==> src/rtl/gate_gen_pkg.sv <==
package gate_gen_pkg;
  typedef enum logic [1:0] {
    ST_IDLE  = 2'd0,
    ST_START = 2'd1,
    ST_OPEN  = 2'd2,
    ST_HOLD  = 2'd3
  } gate_state_e;

  localparam logic MODE_FOLLOW = 1'b0;
  localparam logic MODE_TIMED  = 1'b1;
endpackage

==> src/rtl/gate_sync.sv <==
module gate_sync #(
  parameter int STAGES = 2
) (
  input  logic clk_i,
  input  logic rst_ni,
  input  logic d_i,
  output logic q_o
);
  logic [STAGES-1:0] ff_q;

  generate
    if (STAGES == 1) begin : g_one
      always_ff @(posedge clk_i or negedge rst_ni)
        if (!rst_ni) ff_q <= '0;
        else         ff_q <= d_i;
    end else begin : g_chain
      always_ff @(posedge clk_i or negedge rst_ni)
        if (!rst_ni) ff_q <= '0;
        else         ff_q <= {ff_q[STAGES-2:0], d_i};
    end
  endgenerate

  assign q_o = ff_q[STAGES-1];
endmodule

==> src/rtl/gate_edge.sv <==
module gate_edge (
  input  logic clk_i,
  input  logic rst_ni,
  input  logic lvl_i,
  output logic rise_o
);
  logic prev_q;

  always_ff @(posedge clk_i or negedge rst_ni)
    if (!rst_ni) prev_q <= 1'b0;
    else         prev_q <= lvl_i;

  assign rise_o = lvl_i & ~prev_q;
endmodule

==> src/rtl/gate_cnt.sv <==
module gate_cnt #(
  parameter int W = 32
) (
  input  logic         clk_i,
  input  logic         rst_ni,
  input  logic         load_i,
  input  logic [W-1:0] load_val_i,
  input  logic         dec_i,
  output logic         zero_o
);
  logic [W-1:0] cnt_q;

  always_ff @(posedge clk_i or negedge rst_ni)
    if (!rst_ni)     cnt_q <= '0;
    else if (load_i) cnt_q <= load_val_i;
    else if (dec_i)  cnt_q <= cnt_q - W'(1);

  assign zero_o = (cnt_q == '0);
endmodule

==> src/rtl/gate_gen.sv <==
module gate_gen
  import gate_gen_pkg::*;
#(
  parameter int CNT_W       = 32,
  parameter int SYNC_STAGES = 2
) (
  input  logic             clk_i,
  input  logic             rst_ni,
  input  logic             trig_i,
  input  logic             mode_i,
  input  logic [CNT_W-1:0] len_i,
  input  logic [CNT_W-1:0] start_dly_i,
  input  logic [CNT_W-1:0] stop_dly_i,
  output logic             gate_o,
  output logic             gate_stat_o
);
  localparam logic [CNT_W-1:0] ONE = CNT_W'(1);

  gate_state_e      state_q, state_d;
  logic             trig_lvl, trig_rise;
  logic             cnt_ld, cnt_dec, cnt_zero;
  logic [CNT_W-1:0] cnt_val;
  logic             gate_q, gate_d;
  logic             timed, open_ok;

  gate_sync #(.STAGES(SYNC_STAGES)) u_sync (
    .clk_i(clk_i), .rst_ni(rst_ni), .d_i(trig_i), .q_o(trig_lvl)
  );

  gate_edge u_edge (
    .clk_i(clk_i), .rst_ni(rst_ni), .lvl_i(trig_lvl), .rise_o(trig_rise)
  );

  gate_cnt #(.W(CNT_W)) u_cnt (
    .clk_i(clk_i), .rst_ni(rst_ni), .load_i(cnt_ld), .load_val_i(cnt_val),
    .dec_i(cnt_dec), .zero_o(cnt_zero)
  );

  assign timed   = (mode_i == MODE_TIMED);
  assign open_ok = !(timed && len_i == '0);

  always_comb begin
    state_d = state_q;
    cnt_ld  = 1'b0;
    cnt_dec = 1'b0;
    cnt_val = '0;
    unique case (state_q)
      ST_IDLE: begin
        if (trig_rise) begin
          if (start_dly_i != '0) begin
            state_d = ST_START;
            cnt_ld  = 1'b1;
            cnt_val = start_dly_i - ONE;
          end else if (open_ok) begin
            state_d = ST_OPEN;
            cnt_ld  = timed;
            cnt_val = len_i - ONE;
          end
        end
      end
      ST_START: begin
        if (!cnt_zero) cnt_dec = 1'b1;
        else if (open_ok) begin
          state_d = ST_OPEN;
          cnt_ld  = timed;
          cnt_val = len_i - ONE;
        end else state_d = ST_IDLE;
      end
      ST_OPEN: begin
        if (timed) begin
          if (cnt_zero) state_d = ST_IDLE;
          else          cnt_dec = 1'b1;
        end else if (!trig_lvl) begin
          if (stop_dly_i == '0) state_d = ST_IDLE;
          else begin
            state_d = ST_HOLD;
            cnt_ld  = 1'b1;
            cnt_val = stop_dly_i - ONE;
          end
        end
      end
      ST_HOLD: begin
        if (cnt_zero) state_d = ST_IDLE;
        else          cnt_dec = 1'b1;
      end
      default: state_d = ST_IDLE;
    endcase
  end

  assign gate_d = (state_d == ST_OPEN) || (state_d == ST_HOLD);

  always_ff @(posedge clk_i or negedge rst_ni)
    if (!rst_ni) begin
      state_q <= ST_IDLE;
      gate_q  <= 1'b0;
    end else begin
      state_q <= state_d;
      gate_q  <= gate_d;
    end

  assign gate_o      = gate_q;
  assign gate_stat_o = (state_q == ST_OPEN) || (state_q == ST_HOLD);
endmodule

==> config.mk <==
export PLATFORM = sky130hd
export DESIGN_NAME = gate_gen
export DESIGN_NICKNAME = d
export VERILOG_FILES = /design/src/rtl/gate_gen_pkg.sv /design/src/rtl/gate_sync.sv /design/src/rtl/gate_edge.sv /design/src/rtl/gate_cnt.sv /design/src/rtl/gate_gen.sv
export SDC_FILE = /design/constraint.sdc
export NUM_CORES = 1
export LEC_CHECK = 0
export ABC_AREA = 1
export BUFFER_PORTS_ARGS = -buffer_cell sky130_fd_sc_hd__buf_2
export CAP_MARGIN = 15
export CORE_MARGIN = 1
export CORE_UTILIZATION = 60
export DETAILED_ROUTE_END_ITERATION = 8
export PLACE_DENSITY = 0.84
export SLEW_MARGIN = 30
export SYNTH_ARGS = -nofsm -noshare
export SYNTH_HDL_FRONTEND = slang
export SYNTH_SLANG_ARGS = --single-unit
==> constraint.sdc <==
create_clock -name clk_i -period 3 [get_ports clk_i]
set_input_delay 0.3 -clock clk_i [delete_from_list [all_inputs] [get_ports clk_i]]
set_output_delay 0.3 -clock clk_i [all_outputs]
set_load 0.02 [all_outputs]
==> flow_summary.toml, run 1 <==
[floorplanning]
row_count = 36
die_area_sq_mm = 0.0107
die_y_microns = 103
core_sq_mm = 0.00986
io_pins = 102
initial_core_util_pct = 62.3
die_w_microns = 103

[power_and_ir_drop]
power_w = 0.00190
p_seq_share_pct = 35.8
swShare_pct = 37.7
p_leak_nw = 3.29
switchingPower_w = 0.000718
internal_power_w = 0.00119
pwr-share-comb_pct = 35.7
p_per_area_mw_per_mm2 = 278
clkPwrFrac_pct = 28.4
ir_drop_v = 0.000276

[route]
first_pass_iters = 6
topRoutingLayerUsed = "met4"
routedWlPerCell_microns = 14.2
routed_wl_microns = 19400
wl_met1_microns = 8290
ant_nets = 0
vias_per_cell = 5.52
drt_iter0_drc = 708
wl_met3_microns = 1860
drc_errors = 0
vias = 7542
met2_length_microns = 8520

[yosys]
yosysUniqueCellTypes = 37
synth_top_flop_cell = "dfrtp_1"
ys_top_cells_by_area = "nand2_1 22%, nor2_1 16%, dfrtp_1 15%"
syn-num-nets = 1247
syn_avg_cell_area_sq_um = 5.39
synth-seq-cells = 38
synthArstFlopShare_pct = 100
synth_warnings = 0
synthCells = 1141
yosysSeqAreaShare_pct = 15.5
synth_edf_count = 0
yosysTopAreaCell = "nand2_1"
netlist_area_sq_mm = 0.00615
yosysTopAreaCellShare_pct = 21.7

[cells_and_area]
drive_above_1_share_pct = 13.5
final_cell_mix = "356 x nand2_1, 262 x nor2_1, 124 x nand3_1"
area_delta_synth_final_pct = 11.5
finalNonFillerCells = 1366
n_antenna_cell = 0
design_area_sq_mm = 0.00685
nets = 1338
final_common_cell = "nand2_1"

[sta]
fin_skew_ns = 0.0142
fmax_mhz = 384
tns_ns = 0
setup_violations = 0
layout_min_cycle_time_ns = 2.60
slew_headroom_pct = 38.8
hold_violations = 38
finalCritPeriodShare_pct = 86.8
rsz0062_at_grt = "no"
tightest_slew_ns = 0.916
finalMaxSlewViolations = 0
timing.hold.ws_ns = -0.0429

[clocking]
ctsHoldBuffers = 0
tritoncts = "built"
cts_resized = 0
clockBufferDepth = 2
clock_sinks = 38
clk_latency_ns = 0.30
cts_root_buffer = "clkbuf_8"
h-tree-depth = 2
cts_setup_buffers = 0
cts_inserted_buffers = 5
clk_pin_slew_worst_paths_ns = 0.09

[global_route]
grt_use_total_pct = 37.7
antenna_found_initial = 0
grt_pass1_vias = 6531
gr-total-overflow = 0
grt_max_degree = 45
grt_first_pass_wirelength_microns = 31100

[worst_setup_path]
crit_path_max_fanout = 10
rr_endpoint = "u_cnt.cnt_q[12]"
critPathLaunchType = "register"
regToRegStartpoint = "u_cnt.cnt_q[0]"
path_class = "reg2reg"
cp-end-kind = "register"
required_ns = 3.18
rr_worst_depth = 13
regToRegSetupSlack_ns = 0.40
crit_arrival_ns = 2.79

[placed_design]
place_congestion = 1.04
hpwl_microns = 16200
port_buffers = 101
placedCellCount = 1358
place_area_sq_mm = 0.00671

[outcome]
outcome = "complete, but fails checks"
violations = "hold timing"

[worst_hold_path]
min_path_type = "in2async"

[run]
max-cap-violations = 0
-- routing by layer --
metal | global-route usage [%] | vias to the layer above
met2 | 62.2 | 416
met3 | 4.23 | 64
met5 | 0 | -
li1 | - | 3751
met4 | 13.2 | 0
met1 | 51.1 | 3311
-- worst max-delay path by stage --
stage	startpoint	to	slack, ns	depth (start not counted)
after CTS	u_cnt.cnt_q[0]	u_cnt.cnt_q[12]	0.45	13
after floorplan	u_cnt.cnt_q[0]	u_cnt.cnt_q[8]	1.08	14
after global placement	u_cnt.cnt_q[0]	u_cnt.cnt_q[0]	0.53	13
final	u_cnt.cnt_q[0]	u_cnt.cnt_q[12]	0.40	13
after detailed placement	u_cnt.cnt_q[0]	u_cnt.cnt_q[12]	0.48	13
after global routing	u_cnt.cnt_q[0]	u_cnt.cnt_q[18]	0.20	16
-- sequential cells by signal, indices dropped and copies added, names as in the netlist --
signal and cells:
u_cnt.cnt_q 32, state_q 2, u_sync.ff_q 2, gate_o 1
u_edge.prev_q 1
-- cells by family (layout without fill, tap and decap cells) --
logic type,after synthesis,count (layout),synth area share [%]
and+or+nand+nor,839,839,59.2
DFF,38,38,15.5
xor gates and xnor gates,71,71,10.1
adders and majority gates,6,6,1.22
AOI/OAI and AO/OA,45,45,4.23
buffers and inverters,142,234,9.81
-- layout make-up --
class                      count  area [sq um]
multi-input combinational    961          4590
fill                         977          3010
sequential                    38           951
timing repair buffer         105           551
inverter                     121           454
tap                          133           166
clock buffer                   5          68.8
clock inverter                 3          68.8
-- worst max-delay path, cell delays in order, from the launching register on --
cell and delay [ns]:
dfrtp_1 0.44, inv_1 0.12, ha_1 0.20, nand2_1 0.07, nor2_1 0.24, nand2_1 0.14, nor2_1 0.17, nand2_1 0.09
nand2_1 0.09, nand2_1 0.26, inv_1 0.36, o21ai_0 0.13, nand3_1 0.09, nand2_1 0.08
-- synthesized netlist by cell type (all sizes together), types with 8 or more instances --
library cell,n
nor2,287
o21ai,27
or2,8
nand2,365
nand4,22
nand3,130
inv,121
buf,17
dfrtp,38
nor3,15
xnor2,30
xor2,41
o21bai,10
-- through the flow --
| stage | util [%] | setup slack, ns |
|---|---|---|
| finish | 69.5 | 0.395 |
| global route | 69.5 | 0.203 |
| CTS | 69.5 | 0.452 |
| detailed placement | 68.1 | 0.483 |
| global placement | 68.1 | 0.527 |
| floorplan | - | 1.08 |
-- power groups by stage --
stage | sequential [W] | combinational [W] | clock (W)
2_1_floorplan | 0.000669 | 0.000450 | 0
3_3_place_gp | 0.000690 | 0.000655 | 0
3_5_place_dp | 0.000690 | 0.000666 | 0
4_1_cts | 0.000680 | 0.000671 | 0.000539
5_1_grt | 0.000694 | 0.000763 | 0.000560
6_report | 0.000682 | 0.000680 | 0.000541
Note: power is estimated with default switching activity, not from simulation.
==> run 2: changes to the inputs <==
Settings changed: PLACE_DENSITY 0.84 to unset, PLACE_DENSITY_LB_ADDON set to 0.2.
==> flow_summary.toml, run 2 (synthesized netlist as in run 1, its figures left out) <==
[outcome]
outcome = "complete, but fails checks"
violations = "hold timing"

[placed_design]
hpwl_microns = 16400
place_congestion = 1.03
pre_cts_slack_ns = 0.556
port_buffers = 101

[floorplanning]
core_sq_mm = 0.00986
io_pins = 102
initial_core_util_pct = 62.3
die_y_microns = 103
row_count = 36
die_area_sq_mm = 0.0107
die_w_microns = 103

[worst_setup_path]
cp-end-kind = "register"
crit_chain = "inv_1, ha_1, nand3_1, nor2_4, nand2_4, nor2_4, nand3_2, nand3_2, nand2_4, nor2_1, nand2_1, nand2_1, inv_1"
critPathTopFamily = "simple AND/OR/NAND/NOR gates"
path_class = "reg2reg"
crit_arrival_ns = 2.71
cpPeakStageDelay_ns = 0.45
path_buf_inv = 2
path_depth = 13
critPathLaunchType = "register"
crit_path_max_fanout = 44
required_ns = 3.20
rr_worst_depth = 13
cpMaxStageDelayCell = "dfrtp_1"

[clocking]
clock_sinks = 38
clk_pin_slew_worst_paths_ns = 0.08
h-tree-depth = 2
tritoncts = "built"
clk_latency_ns = 0.30
cts_resized = 0
cts_inserted_buffers = 5
clockBufferDepth = 2
cts_root_buffer = "clkbuf_8"
cts_setup_buffers = 0
ctsHoldBuffers = 0

[global_route]
gr-total-overflow = 0
grt_first_pass_wirelength_microns = 31200
antenna_found_initial = 0
grt_use_total_pct = 37.9
grt_max_degree = 45
grt_pass1_vias = 6546

[sta]
finalMaxSlewViolations = 0
setup_violations = 0
tightest_slew_ns = 0.658
fin_skew_ns = 0.0101
timing.hold.ws_ns = -0.0308
hold_violations = 38
fmax_mhz = 399
rsz0062_at_grt = "no"
slew_headroom_pct = 56.1
tns_ns = 0
finalCritPeriodShare_pct = 83.6
worst_slack_ns = 0.492
layout_min_cycle_time_ns = 2.51

[cells_and_area]
multi_input_area_sq_mm = 0.00459
final_common_cell = "nand2_1"
final_core_util_pct = 69.1
final_cell_mix = "356 x nand2_1, 262 x nor2_1, 124 x nand3_1"
reg.largest.list = "u_cnt.cnt_q (32), state_q (2), u_sync.ff_q (2)"
seq_area_sq_um = 951
largest-register = "u_cnt.cnt_q"
area_delta_synth_final_pct = 10.8
largest_reg_flops = 32
n_antenna_cell = 0
fillers = 990
nets = 1340
drive_above_1_share_pct = 13.6

[worst_hold_path]
min_path_type = "in2async"

[route]
vias_per_cell = 5.47
first_pass_iters = 5
routed_wl_microns = 19600
ant_nets = 0
drc_errors = 0
routedWlPerCell_microns = 14.3
drt_iter0_drc = 700
vias = 7485

[power_and_ir_drop]
p_seq_share_pct = 39.3
clkPwrFrac_pct = 21.7
switchingPower_w = 0.000701
internal_power_w = 0.00104
ir_drop_v = 0.000202
pwr-share-comb_pct = 39.1
p_per_area_mw_per_mm2 = 255
p_leak_nw = 3.27
swShare_pct = 40.3

[run]
max-cap-violations = 0
-- run 2: changes by cell type in the layout (fill, tap and decap cells not counted) --
| cell | change |
|---|---|
| clkbuf_8 | +1 |
| buf_12 | -1 |
| clkinv_4 | -1 |
| buf_4 | +3 |
| bufinv_16 | -2 |
| clkinvlp_4 | +1 |
| clkinv_2 | +1 |
-- run 2: routing by layer --
metal	share of wire, %	track usage, %
met1	44	53.6
met2	43	61.1
met3	9.2	3.70
met4	3.0	11.4
met5	0	0
-- run 2: final timing paths --
kind                              endpoint            from  slack, ns
max                        u_cnt.cnt_q[18]  u_cnt.cnt_q[0]       0.49
max in group asynchronous  u_cnt.cnt_q[19]          rst_ni       2.69
max reg2reg                u_cnt.cnt_q[18]  u_cnt.cnt_q[0]       0.49
min in group clk_i          u_sync.ff_q[0]          trig_i       0.12
min reg2reg                 u_sync.ff_q[1]  u_sync.ff_q[0]       0.36
min                        u_cnt.cnt_q[21]          rst_ni      -0.03
-- run 2: per-stage QoR --
stage / power, W / std cells / hold slack, ns / area, sq um
after global routing: 0.00186 / 1368 / 0.0142 / 6810
after detailed placement: 0.00135 / 1360 / 0.342 / 6720
after floorplan: 0.00112 / 1141 / 0.00441 / 6150
final: 0.00174 / 1368 / -0.0308 / 6810
after CTS: 0.00173 / 1368 / 0.121 / 6810
after global placement: 0.00135 / 1360 / 0.346 / 6720
-- run 2: power groups by stage --
stage	sequential [W]	combinational, W	clock (W)
finish	0.000683	0.000679	0.000377
global placement	0.000691	0.000658	0
floorplan	0.000669	0.000450	0
CTS	0.000681	0.000669	0.000378
global route	0.000693	0.000769	0.000397
detailed placement	0.000690	0.000660	0
-- run 2: final cells by class --
class / instances / share of cell area [%]
Timing Repair Buffer: 107 / 8.12
Clock buffer: 6 / 1.21
Inverter: 121 / 6.67
Multi-Input combinational cell: 961 / 67.4
Sequential cell: 38 / 14.0
Clock inverter: 2 / 0.184
Tap cell: 133 / 2.44
